$ cat src/rtl/pic_pkg.sv
package pic_pkg;
  localparam int unsigned PIC_LINES = 8;
  localparam int unsigned DATA_W = 8;
  localparam int unsigned CAS_W = $clog2(PIC_LINES);

  // mode word bit positions
  localparam int unsigned MODE_AEOI_BIT = 1;
  localparam int unsigned MODE_MASTER_BIT = 2;
  // start byte bit positions
  localparam int unsigned START_BIT = 4;
  localparam int unsigned START_SINGLE_BIT = 1;
  localparam int unsigned START_MODE_BIT = 0;
  localparam int unsigned CMD_SEL_BIT = 3;

  typedef logic [PIC_LINES-1:0] lineVec_t;
  typedef logic [DATA_W-1:0] byte_t;

  typedef enum logic [1:0] {
    INIT_IDLE,
    INIT_BASE,
    INIT_CAS,
    INIT_MODE
  } initState_t;

  typedef struct packed {
    logic initStart;
    logic singleMode;
    logic loadBase;
    logic loadCas;
    logic loadMode;
    logic loadImr;
    logic eoiSpec;
    logic eoiAny;
    logic [CAS_W-1:0] eoiNum;
    logic selIsr;
    logic selIrr;
  } ctrlStrobe_t;
endpackage

$ cat src/rtl/pic_ctrl.sv
module pic_ctrl
  import pic_pkg::*;
(
  input  logic        clk,
  input  logic        rstN,
  input  logic        wrEn,
  input  logic        addrSel,
  input  byte_t       wrData,
  output ctrlStrobe_t strobe
);
  initState_t state, stateNext;
  logic needCas, needMode;

  always_ff @(posedge clk) begin
    if (!rstN) begin
      state <= INIT_IDLE;
      needCas <= 1'b0;
      needMode <= 1'b0;
    end else begin
      state <= stateNext;
      if (strobe.initStart) begin
        needCas <= !wrData[START_SINGLE_BIT];
        needMode <= wrData[START_MODE_BIT];
      end
    end
  end

  always_comb begin
    strobe = '0;
    stateNext = state;
    if (wrEn && !addrSel) begin
      if (wrData[START_BIT]) begin
        strobe.initStart = 1'b1;
        strobe.singleMode = wrData[START_SINGLE_BIT];
        stateNext = INIT_BASE;
      end else if (state == INIT_IDLE) begin
        if (wrData[CMD_SEL_BIT]) begin
          if (wrData[1:0] == 2'b11) strobe.selIsr = 1'b1;
          else if (wrData[1:0] == 2'b10) strobe.selIrr = 1'b1;
        end else begin
          case (wrData[7:5])
            3'b011: begin
              strobe.eoiSpec = 1'b1;
              strobe.eoiNum = wrData[CAS_W-1:0];
            end
            3'b001: strobe.eoiAny = 1'b1;
            default: ;
          endcase
        end
      end
    end else if (wrEn && addrSel) begin
      case (state)
        INIT_IDLE: strobe.loadImr = 1'b1;
        INIT_BASE: begin
          strobe.loadBase = 1'b1;
          if (needCas) stateNext = INIT_CAS;
          else if (needMode) stateNext = INIT_MODE;
          else stateNext = INIT_IDLE;
        end
        INIT_CAS: begin
          strobe.loadCas = 1'b1;
          stateNext = needMode ? INIT_MODE : INIT_IDLE;
        end
        default: begin
          strobe.loadMode = 1'b1;
          stateNext = INIT_IDLE;
        end
      endcase
    end
  end


  one_load_chk: assert property (@(posedge clk) disable iff (!rstN)
    $onehot0({strobe.loadBase, strobe.loadCas, strobe.loadMode, strobe.loadImr}));

  mode_wait_chk: assert property (@(posedge clk) disable iff (!rstN)
    (state == INIT_MODE) |-> needMode);
endmodule

$ cat src/rtl/pic_datapath.sv
module pic_datapath
  import pic_pkg::*;
(
  input  logic             clk,
  input  logic             rstN,
  input  ctrlStrobe_t      strobe,
  input  byte_t            wrData,
  input  lineVec_t         irqLines,
  input  lineVec_t         levelMask,
  input  logic             intAck,
  input  logic             casInEn,
  input  logic [CAS_W-1:0] casIn,
  output byte_t            cmdRead,
  output byte_t            imrRead,
  output logic             intOut,
  output logic             casOutEn,
  output logic [CAS_W-1:0] casOut,
  output logic             vecValid,
  output byte_t            vecOut
);
  lineVec_t irr, isr, imr, prevLine, casCfg;
  byte_t base;
  logic aeoi, isMaster, singleMode, readIsr;

  lineVec_t eligible, rise, winOneHot, ackSet, ackClr, eoiClr;
  logic [CAS_W-1:0] winIdx, isrTop;
  logic winValid, isrAny, reqWin, selected, cascadeHit, accept;

  always_comb begin
    eligible = irr & ~imr;
    winIdx = '0;
    winValid = 1'b0;
    isrTop = '0;
    isrAny = 1'b0;
    for (int i = PIC_LINES - 1; i >= 0; i--) begin
      if (eligible[i]) begin
        winIdx = CAS_W'(i);
        winValid = 1'b1;
      end
      if (isr[i]) begin
        isrTop = CAS_W'(i);
        isrAny = 1'b1;
      end
    end
  end

  assign reqWin = winValid && (!isrAny || (winIdx < isrTop));
  assign winOneHot = lineVec_t'(1) << winIdx;
  assign selected = isMaster ? intAck : (intAck && casInEn && (casIn == casCfg[CAS_W-1:0]));
  assign cascadeHit = isMaster && !singleMode && reqWin && casCfg[winIdx];
  assign accept = selected && reqWin;
  assign ackClr = accept ? winOneHot : '0;
  assign ackSet = (accept && !aeoi) ? winOneHot : '0;
  assign rise = irqLines & ~prevLine;

  always_comb begin
    eoiClr = '0;
    if (strobe.eoiSpec) eoiClr = lineVec_t'(1) << strobe.eoiNum;
    else if (strobe.eoiAny && isrAny) eoiClr = lineVec_t'(1) << isrTop;
  end

  always_ff @(posedge clk) begin
    if (!rstN) begin
      irr <= '0;
      isr <= '0;
      imr <= '0;
      prevLine <= '0;
      casCfg <= '0;
      base <= '0;
      aeoi <= 1'b0;
      isMaster <= 1'b1;
      singleMode <= 1'b0;
      readIsr <= 1'b0;
      vecValid <= 1'b0;
      vecOut <= '0;
    end else begin
      prevLine <= irqLines;
      for (int i = 0; i < PIC_LINES; i++) begin
        if (levelMask[i]) irr[i] <= irqLines[i];
        else irr[i] <= (irr[i] & ~ackClr[i] & ~strobe.initStart) | rise[i];
      end
      if (strobe.initStart) begin
        isr <= '0;
        imr <= '0;
        casCfg <= '0;
        aeoi <= 1'b0;
        isMaster <= 1'b1;
        singleMode <= strobe.singleMode;
        readIsr <= 1'b0;
      end else begin
        isr <= (isr & ~eoiClr) | ackSet;
        if (strobe.loadImr) imr <= wrData;
        if (strobe.loadCas) casCfg <= wrData;
        if (strobe.loadMode) begin
          aeoi <= wrData[MODE_AEOI_BIT];
          isMaster <= wrData[MODE_MASTER_BIT];
        end
        if (strobe.selIsr) readIsr <= 1'b1;
        else if (strobe.selIrr) readIsr <= 1'b0;
      end
      if (strobe.loadBase) base <= wrData;
      vecValid <= selected && !cascadeHit;
      vecOut <= base + (accept ? byte_t'(winIdx) : byte_t'(PIC_LINES - 1));
    end
  end

  assign intOut = reqWin;
  assign casOutEn = intAck && cascadeHit;
  assign casOut = winIdx;
  assign cmdRead = readIsr ? isr : irr;
  assign imrRead = imr;


  vec_after_ack_chk: assert property (@(posedge clk) disable iff (!rstN)
    vecValid |-> $past(intAck));

  isr_capture_chk: assert property (@(posedge clk) disable iff (!rstN)
    (accept && !aeoi && !strobe.initStart) |=> ((isr & $past(winOneHot)) != '0));

  aeoi_no_isr_chk: assert property (@(posedge clk) disable iff (!rstN)
    (aeoi && $past(aeoi) && !$past(strobe.initStart)) |-> ((isr & ~$past(isr)) == '0));

  cas_master_chk: assert property (@(posedge clk) disable iff (!rstN)
    casOutEn |-> (intAck && isMaster));

  masked_quiet_chk: assert property (@(posedge clk) disable iff (!rstN)
    intOut |-> ((irr & ~imr) != '0));
endmodule

$ cat src/rtl/pic_top.sv
module pic_top
  import pic_pkg::*;
(
  input  logic             clk,
  input  logic             rstN,
  input  logic             wrEn,
  input  logic             addrSel,
  input  logic [7:0]       wrData,
  output logic [7:0]       rdData,
  input  logic [7:0]       irqLines,
  input  logic [7:0]       levelMask,
  input  logic             intAck,
  output logic             intOut,
  input  logic             casInEn,
  input  logic [2:0]       casIn,
  output logic             casOutEn,
  output logic [2:0]       casOut,
  output logic             vecValid,
  output logic [7:0]       vecOut
);
  ctrlStrobe_t strobe;
  byte_t cmdRead, imrRead;

  pic_ctrl u_ctrl (
    .clk(clk), .rstN(rstN), .wrEn(wrEn), .addrSel(addrSel),
    .wrData(wrData), .strobe(strobe)
  );

  pic_datapath u_dp (
    .clk(clk), .rstN(rstN), .strobe(strobe), .wrData(wrData),
    .irqLines(irqLines), .levelMask(levelMask), .intAck(intAck),
    .casInEn(casInEn), .casIn(casIn), .cmdRead(cmdRead), .imrRead(imrRead),
    .intOut(intOut), .casOutEn(casOutEn), .casOut(casOut),
    .vecValid(vecValid), .vecOut(vecOut)
  );

  assign rdData = addrSel ? imrRead : cmdRead;
endmodule

$ cat config.mk
export PLATFORM = sky130hd
export DESIGN_NAME = pic_top
export DESIGN_NICKNAME = d
export VERILOG_FILES = /design/src/rtl/pic_pkg.sv /design/src/rtl/pic_ctrl.sv /design/src/rtl/pic_datapath.sv /design/src/rtl/pic_top.sv
export SDC_FILE = /design/constraint.sdc
export NUM_CORES = 1
export LEC_CHECK = 0
export CAP_MARGIN = 20
export CORE_ASPECT_RATIO = 0.6
export CORE_UTILIZATION = 40
export DETAILED_ROUTE_END_ITERATION = 10
export DONT_BUFFER_PORTS = 1
export SETUP_SLACK_MARGIN = 0.15
export SYNTH_ARGS = -nofsm -noshare
export SYNTH_HDL_FRONTEND = slang
export SYNTH_SLANG_ARGS = --single-unit
$ cat constraint.sdc
create_clock -name clk -period 3.3 [get_ports clk]
set_input_delay 0.66 -clock clk [delete_from_list [all_inputs] [get_ports clk]]
set_output_delay 0.66 -clock clk [all_outputs]
set_load 0.005 [all_outputs]
Yosys cells after proc, flatten, opt, wreduce, memory -nomap -nowiden

Cells that the tools add are included.

Output and inout port bits: 22
Bits in registers: 65
Bits of input ports: 33

Equal/unequal tests: 9
Multiplexer cells: 77
Bitwise operators: 41
Reduce and logical (&&, ||, !) cells: 26
Order comparisons: 2
Shifts and indexed selects: 3
Add/subtract/negate cells: 1

Operators by type and width:

| operator                                                              | count |
|---|---|
| 3-bit 2-to-1 mux                                                      | 18 |
| 8-bit 2-to-1 mux                                                      | 6 |
| 1-bit 2-to-1 mux                                                      | 37 |
| 8-bit bitwise AND                                                     | 3 |
| 8-bit inverter                                                        | 3 |
| 1-bit by 3-bit left shift with 8-bit output (first input constant)    | 3 |
| 7-bit 2-to-1 mux                                                      | 3 |
| 1-bit bitwise AND                                                     | 16 |
| 2-bit 2-to-1 mux                                                      | 8 |
| 1-bit logical AND                                                     | 13 |
| 1-bit inverter                                                        | 10 |
| 8-bit adder                                                           | 1 |
| 4-bit 2-to-1 mux                                                      | 2 |
| 1-bit OR                                                              | 8 |
| 8-bit OR                                                              | 1 |
| 2-bit == test (second input constant)                                 | 3 |
| 1-bit zero test                                                       | 6 |
| 2-bit case mux with 3 select lines                                    | 1 |
| 5-bit 2-to-1 mux                                                      | 1 |
| 3-bit by 4-bit < comparator with 1-bit output (second input constant) | 1 |
| 2-bit nonzero test                                                    | 2 |
| 1-bit binary-select mux with 3-bit select                             | 1 |
| 3-bit by 1-bit == test with 1-bit output (second input constant)      | 1 |
| 3-bit by 2-bit == test with 1-bit output (second input constant)      | 1 |
| other kinds (10)                                                      | 10 |

Logic depth before layout (Yosys ltp)

Gate-level depths: netlist (run 1).

Depth after elaboration: 20
Depth in mapped cells: 17
Gate-level depth less buffers: 17

By module

From an unflattened synthesis (run 1), not the netlist that was laid out.

Cells, all modules: 397
Area total of the unflattened synthesis: 3515.9 sq um

Modules (own cells, without submodules):

| module       | times used | seq. area each (sq um) | area an instance (sq um) | cells an instance |
|---|---|---|---|---|
| pic_datapath | 1          | 1221.2                 | 3021.6                   | 342 |
| pic_ctrl     | 1          | 80.1                   | 362.8                    | 46 |
| pic_top      | 1          | 0.0                    | 131.4                    | 9 |

Worst setup path before layout (run 1)

No wires, ideal clock.

Path type: register to register
Start: register u_dp.imr[7], in the netlist u_dp.imrRead[7]
End: register u_dp.vecOut[7]
Arrival: 3084 ps
Path buffers: 0
Cell stages (with the launch flop): 17
Path slack: 101 ps
Data required time: 3185 ps
Path through: dfxtp_1 > nor2b_1 > nor4b_1 > nor2_2 > ha_1 > o21a_1 > o22ai_1 > a31oi_4 > nor2b_1 > nand3_1 > ha_1 > a21o_1 > a21oi_1 > nor2_1 > nand3_1 > xnor2_1 > and2_1

Longest elaborated chain between the ends: 16

RTL lines:

| what                             | RTL line            | source |
|---|---|---|
| from (decl)                      | pic_datapath.sv:21  | `lineVec_t irr, isr, imr, prevLine, casCfg;` |
| from (signal assigned)           | pic_datapath.sv:92  | `if (strobe.loadImr) imr <= wrData;` |
| 8-bit inverter *                 | pic_datapath.sv:30  | `eligible = irr & ~imr;` |
| 8-bit bitwise AND *              | pic_datapath.sv:30  |  |
| 3-bit 2-to-1 mux * (8 in series) | pic_datapath.sv:36  | `if (eligible[i]) begin` |
| via casOut[2]                    | pic_top.sv:17       | `output logic [2:0] casOut,` |
| 3-bit < comparator               | pic_datapath.sv:47  | `assign reqWin = winValid && (!isrAny \|\| (winIdx < isrTop));` |
| 1-bit logical OR                 | pic_datapath.sv:47  |  |
| 1-bit logical AND                | pic_datapath.sv:47  |  |
| 1-bit logical AND                | pic_datapath.sv:51  | `assign accept = selected && reqWin;` |
| 3-bit 2-to-1 mux *               | pic_datapath.sv:103 | `vecOut <= base + (accept ? byte_t'(winIdx) : byte_t'(PIC_LINES - 1));` |
| 8-bit adder *                    | pic_datapath.sv:103 |  |
| to (signal assigned)             | pic_datapath.sv:103 |  |
| to (decl)                        | pic_datapath.sv:19  | `output byte_t vecOut` |

Mark *: on every way through the listed nets, which the timed path passes. The rest lies on a longest branch.
A chain may end at the register's enable or synchronous reset.

Worst setup path after layout (run 1)

Start: register u_dp.irr[6]
End: output port casOutEn

Longest elaborated chain between the ends: 14

RTL lines:

| what                              | RTL line            | source |
|---|---|---|
| from (decl)                       | pic_datapath.sv:21  |  |
| from (signal, indexed assignment) | pic_datapath.sv:79  | `if (levelMask[i]) irr[i] <= irqLines[i];` |
| from (signal, indexed assignment) | pic_datapath.sv:80  | `else irr[i] <= (irr[i] & ~ackClr[i] & ~strobe.initStart) \| rise[i];` |
| 8-bit bitwise AND *               | pic_datapath.sv:30  |  |
| 3-bit 2-to-1 mux (7 in series)    | pic_datapath.sv:36  |  |
| 3-bit < comparator                | pic_datapath.sv:47  |  |
| 1-bit logical OR                  | pic_datapath.sv:47  |  |
| 1-bit logical AND                 | pic_datapath.sv:47  |  |
| 1-bit logical AND                 | pic_datapath.sv:50  | `assign cascadeHit = isMaster && !singleMode && reqWin && casCfg[winIdx];` |
| 1-bit logical AND *               | pic_datapath.sv:50  |  |
| 1-bit logical AND *               | pic_datapath.sv:108 | `assign casOutEn = intAck && cascadeHit;` |
| to (decl)                         | pic_top.sv:16       | `output logic casOutEn,` |

Every way passes the cells marked *; elsewhere a longest branch is shown, timed or not. The select of a mux whose other input is x is not followed.

==> results.yml, run 1 <==
grt:
  grt_pass1_vias: 2764
  grt_usage_pct: 23.7
  antenna_found_initial: 0
  grt_max_degree: 27
  grt_overflow: 0
  grt_pass1_wl_um: 15300
setup_path:
  crit_type: "reg2out"
  cp-endpoint: "casOutEn"
  timing.rr.start: "u_dp.irr[6]$_SDFF_PN0_"
  end_kind: "output pin"
  path_max_fanout: 3
  crit_arrival_ps: 2440
  rr_endpoint: "u_dp.vecOut[6]$_SDFF_PN0_"
  crit_required_ps: 2640
  reg2reg_slack_ps: 330
  ff2ff_path_depth: 16
  worstSetupStartpointType: "flip-flop"
  crit_start: "u_dp.irr[6]$_SDFF_PN0_"
clock_tree:
  cts-buffers-inserted: 9
  cts_buffer_depth: 2
  h-tree-depth: 3
  cts_tree: "done"
  clkTransAtPathRegs_ps: 50
  cts_num_sinks: 65
  root_buffer: "clkbuf_16"
  worstSkewPairLatency_ps: 340
timing:
  fmax_mhz: 322
  fin_hold_ws_ps: 424
  min_period_ps: 3100
  report.final.setup_viol: 0
  period_share_pct: 94.1
  setup_tns_ps: 0
  finalHoldViolations: 0
  slew_viol_final: 0
  relSlewSlack_pct: 59.5
  finalClockSkew_ps: 4.49
  grt_setup_unrepaired: "true"
  worstMarginPinSlew_ps: 606
layout:
  final_cell_mix: "dfxtp_1 (58), nor2_1 (38), o21ai_0 (32)"
  final_area_mm2: 0.00413
  syn2layout_area_growth_pct: 21.6
  n_antenna_cell: 0
  final_common_cell: "dfxtp_1"
  fill_cells: 725
  drive_above_1_share_pct: 21.1
  nNetsFinal: 459
synth:
  ys_ff_latch: 65
  synthCells: 390
  synth-main-ff-cell: "dfxtp_1"
  synth_cell_types: 61
  synth-edff-count: 0
  ys_seq_area_share_pct: 38.3
  async_flop_share_pct: 0
  synth_nets: 433
  synth_warnings: 0
  syn_avg_cell_area_um2: 8.71
  synthesis.area_mm2: 0.00340
die:
  pin_count: 55
  initial_core_util_pct: 42.3
  die_h_um: 73.4
  core_mm2: 0.00804
  die_w_um: 121
  row_count: 25
  fp.dieArea_mm2: 0.00888
run_status:
  status: "completed"
route:
  ant_nets: 0
  wl_per_cell_um: 18.5
  num_vias: 2965
  drtIter0Drc: 211
  vias_per_cell: 5.60
  wl_um: 9800
  first_pass_iters: 4
  drc_errors: 0
place:
  port_buffers: 0
  placed_area_mm2: 0.00364
  dp.final_hpwl_um: 7420
  gp_congestion: 0.946
pwr:
  vdd_drop_max_v: 0.000302
  p_leak_nw: 1.69
  pwr_density_cell_mw_per_mm2: 549
worst_hold_path:
  hold_depth: 1
  min_path_type: "in2reg"
run:
  cap_violations: 0
logic make-up after synthesis:
logic type               Yosys count  share of synthesized area, %
XOR/XNOR                           8                          2.06
adder cells (fa/ha/maj)           10                          3.90
buffers and inverters             33                          4.01
AO/OA/AOI/OAI                     87                          18.0
AND/OR/NAND/NOR                  158                          25.2
multiplexers                      29                          8.54
flip-flops                        65                          38.3
cell usage after synthesis (3+ instances only):
cell / instances / area [µm²]
dfxtp_1: 65 / 1300
nor3_1: 12 / 60.1
mux2i_1: 29 / 290
nand2b_1: 4 / 25.0
nor2_1: 40 / 150
and2_1: 13 / 81.3
o22ai_1: 4 / 25.0
a21oi_1: 17 / 85.1
ha_1: 9 / 113
nor2b_1: 17 / 106
nand3b_1: 8 / 60.1
o2111ai_1: 4 / 35.0
and3_1: 3 / 18.8
o21ai_0: 32 / 160
clkbuf_1: 8 / 30.0
inv_1: 21 / 78.8
nand3_1: 13 / 65.1
xnor2_1: 5 / 43.8
nand2_1: 28 / 105
o311ai_0: 4 / 35.0
xor2_1: 3 / 26.3
critical path: stages, from the launching register on:
cell and delay, ps:
dfxtp_2 320, nor2b_4 200, o221ai_2 150, a21o_2 240
inv_4 70, ha_4 190, o21a_1 170, o22ai_2 150
a31oi_4 60, buf_6 150, nor3b_4 190, and3_4 210
routing by layer:
| metal | GRT usage [%] | vias up | routed length [µm] |
|---|---|---|---|
| met3 | 11.5 | 10 | 1200 |
| met1 | 34.1 | 1382 | 4850 |
| met5 | 0 | - | 0 |
| met2 | 31.0 | 143 | 3670 |
| li1 | - | 1430 | - |
| met4 | 4.80 | 0 | 81 |
metrics by stage:
stage / power (mW) / util (%) / instances / setup WS [ps]
after floorplan: 1.13 / - / 390 / 156
after global placement: 1.24 / 45.3 / 508 / 124
after detailed placement: 1.24 / 45.3 / 508 / 9.33
after CTS: 2.24 / 50.0 / 527 / 157
after global routing: 2.36 / 51.4 / 529 / 113
final: 2.27 / 51.4 / 529 / 196
power by group:
part / internal, mW / switching (mW)
Clock: 0.630 / 0.335
Combinational: 0.196 / 0.257
Sequential: 0.824 / 0.0271
Total: 1.65 / 0.620
worst min path at each step:
| stage | from | end |
|---|---|---|
| after floorplan | u_dp.prevLine[0]$_SDFF_PN0_ | u_dp.irr[0]$_SDFF_PN0_ |
| after global placement | u_dp.prevLine[0]$_SDFF_PN0_ | u_dp.irr[0]$_SDFF_PN0_ |
| after detailed placement | u_dp.prevLine[3]$_SDFF_PN0_ | u_dp.irr[3]$_SDFF_PN0_ |
| after CTS | levelMask[2] | u_dp.irr[2]$_SDFF_PN0_ |
| after global routing | levelMask[4] | u_dp.irr[4]$_SDFF_PN0_ |
| final | levelMask[2] | u_dp.irr[2]$_SDFF_PN0_ |
flip-flops by register name, indices dropped and copies added, names as in the netlist:
signal and count:
u_ctrl.needCas 1, u_ctrl.needMode 1, u_ctrl.state 2, u_dp.aeoi 1, u_dp.base 8, u_dp.casCfg 8, u_dp.imrRead 8, u_dp.irr 8
u_dp.isMaster 1, u_dp.isr 8, u_dp.prevLine 8, u_dp.readIsr 1, u_dp.singleMode 1, u_dp.vecOut 8, u_dp.vecValid 1
final cells by class:
class,instances,area [µm²],area share [%]
clock inverters,1,5.00,0.121
flip-flops and latches,65,1310,31.7
clock buffers,15,308,7.45
multi-input cells,292,2090,50.6
repair buffers,25,191,4.63
well taps,108,135,3.27
inverters,23,91.3,2.21
timing repair:
action | CTS | global route
setup buffers | 3 | 2
setup endpoints to repair | 7 | 7
hold buffers | 0 | 0
pin swaps | 3 | 12
resized for setup | 9 | 25
No activity file was read; power rests on OpenSTA's default activity.
==> run 2, diff against run 1 <==
HOLD_SLACK_MARGIN = 0.05   (was unset)
==> results of run 2 <==
No change in the layout: final DEF, timing and power equal those of run 1.
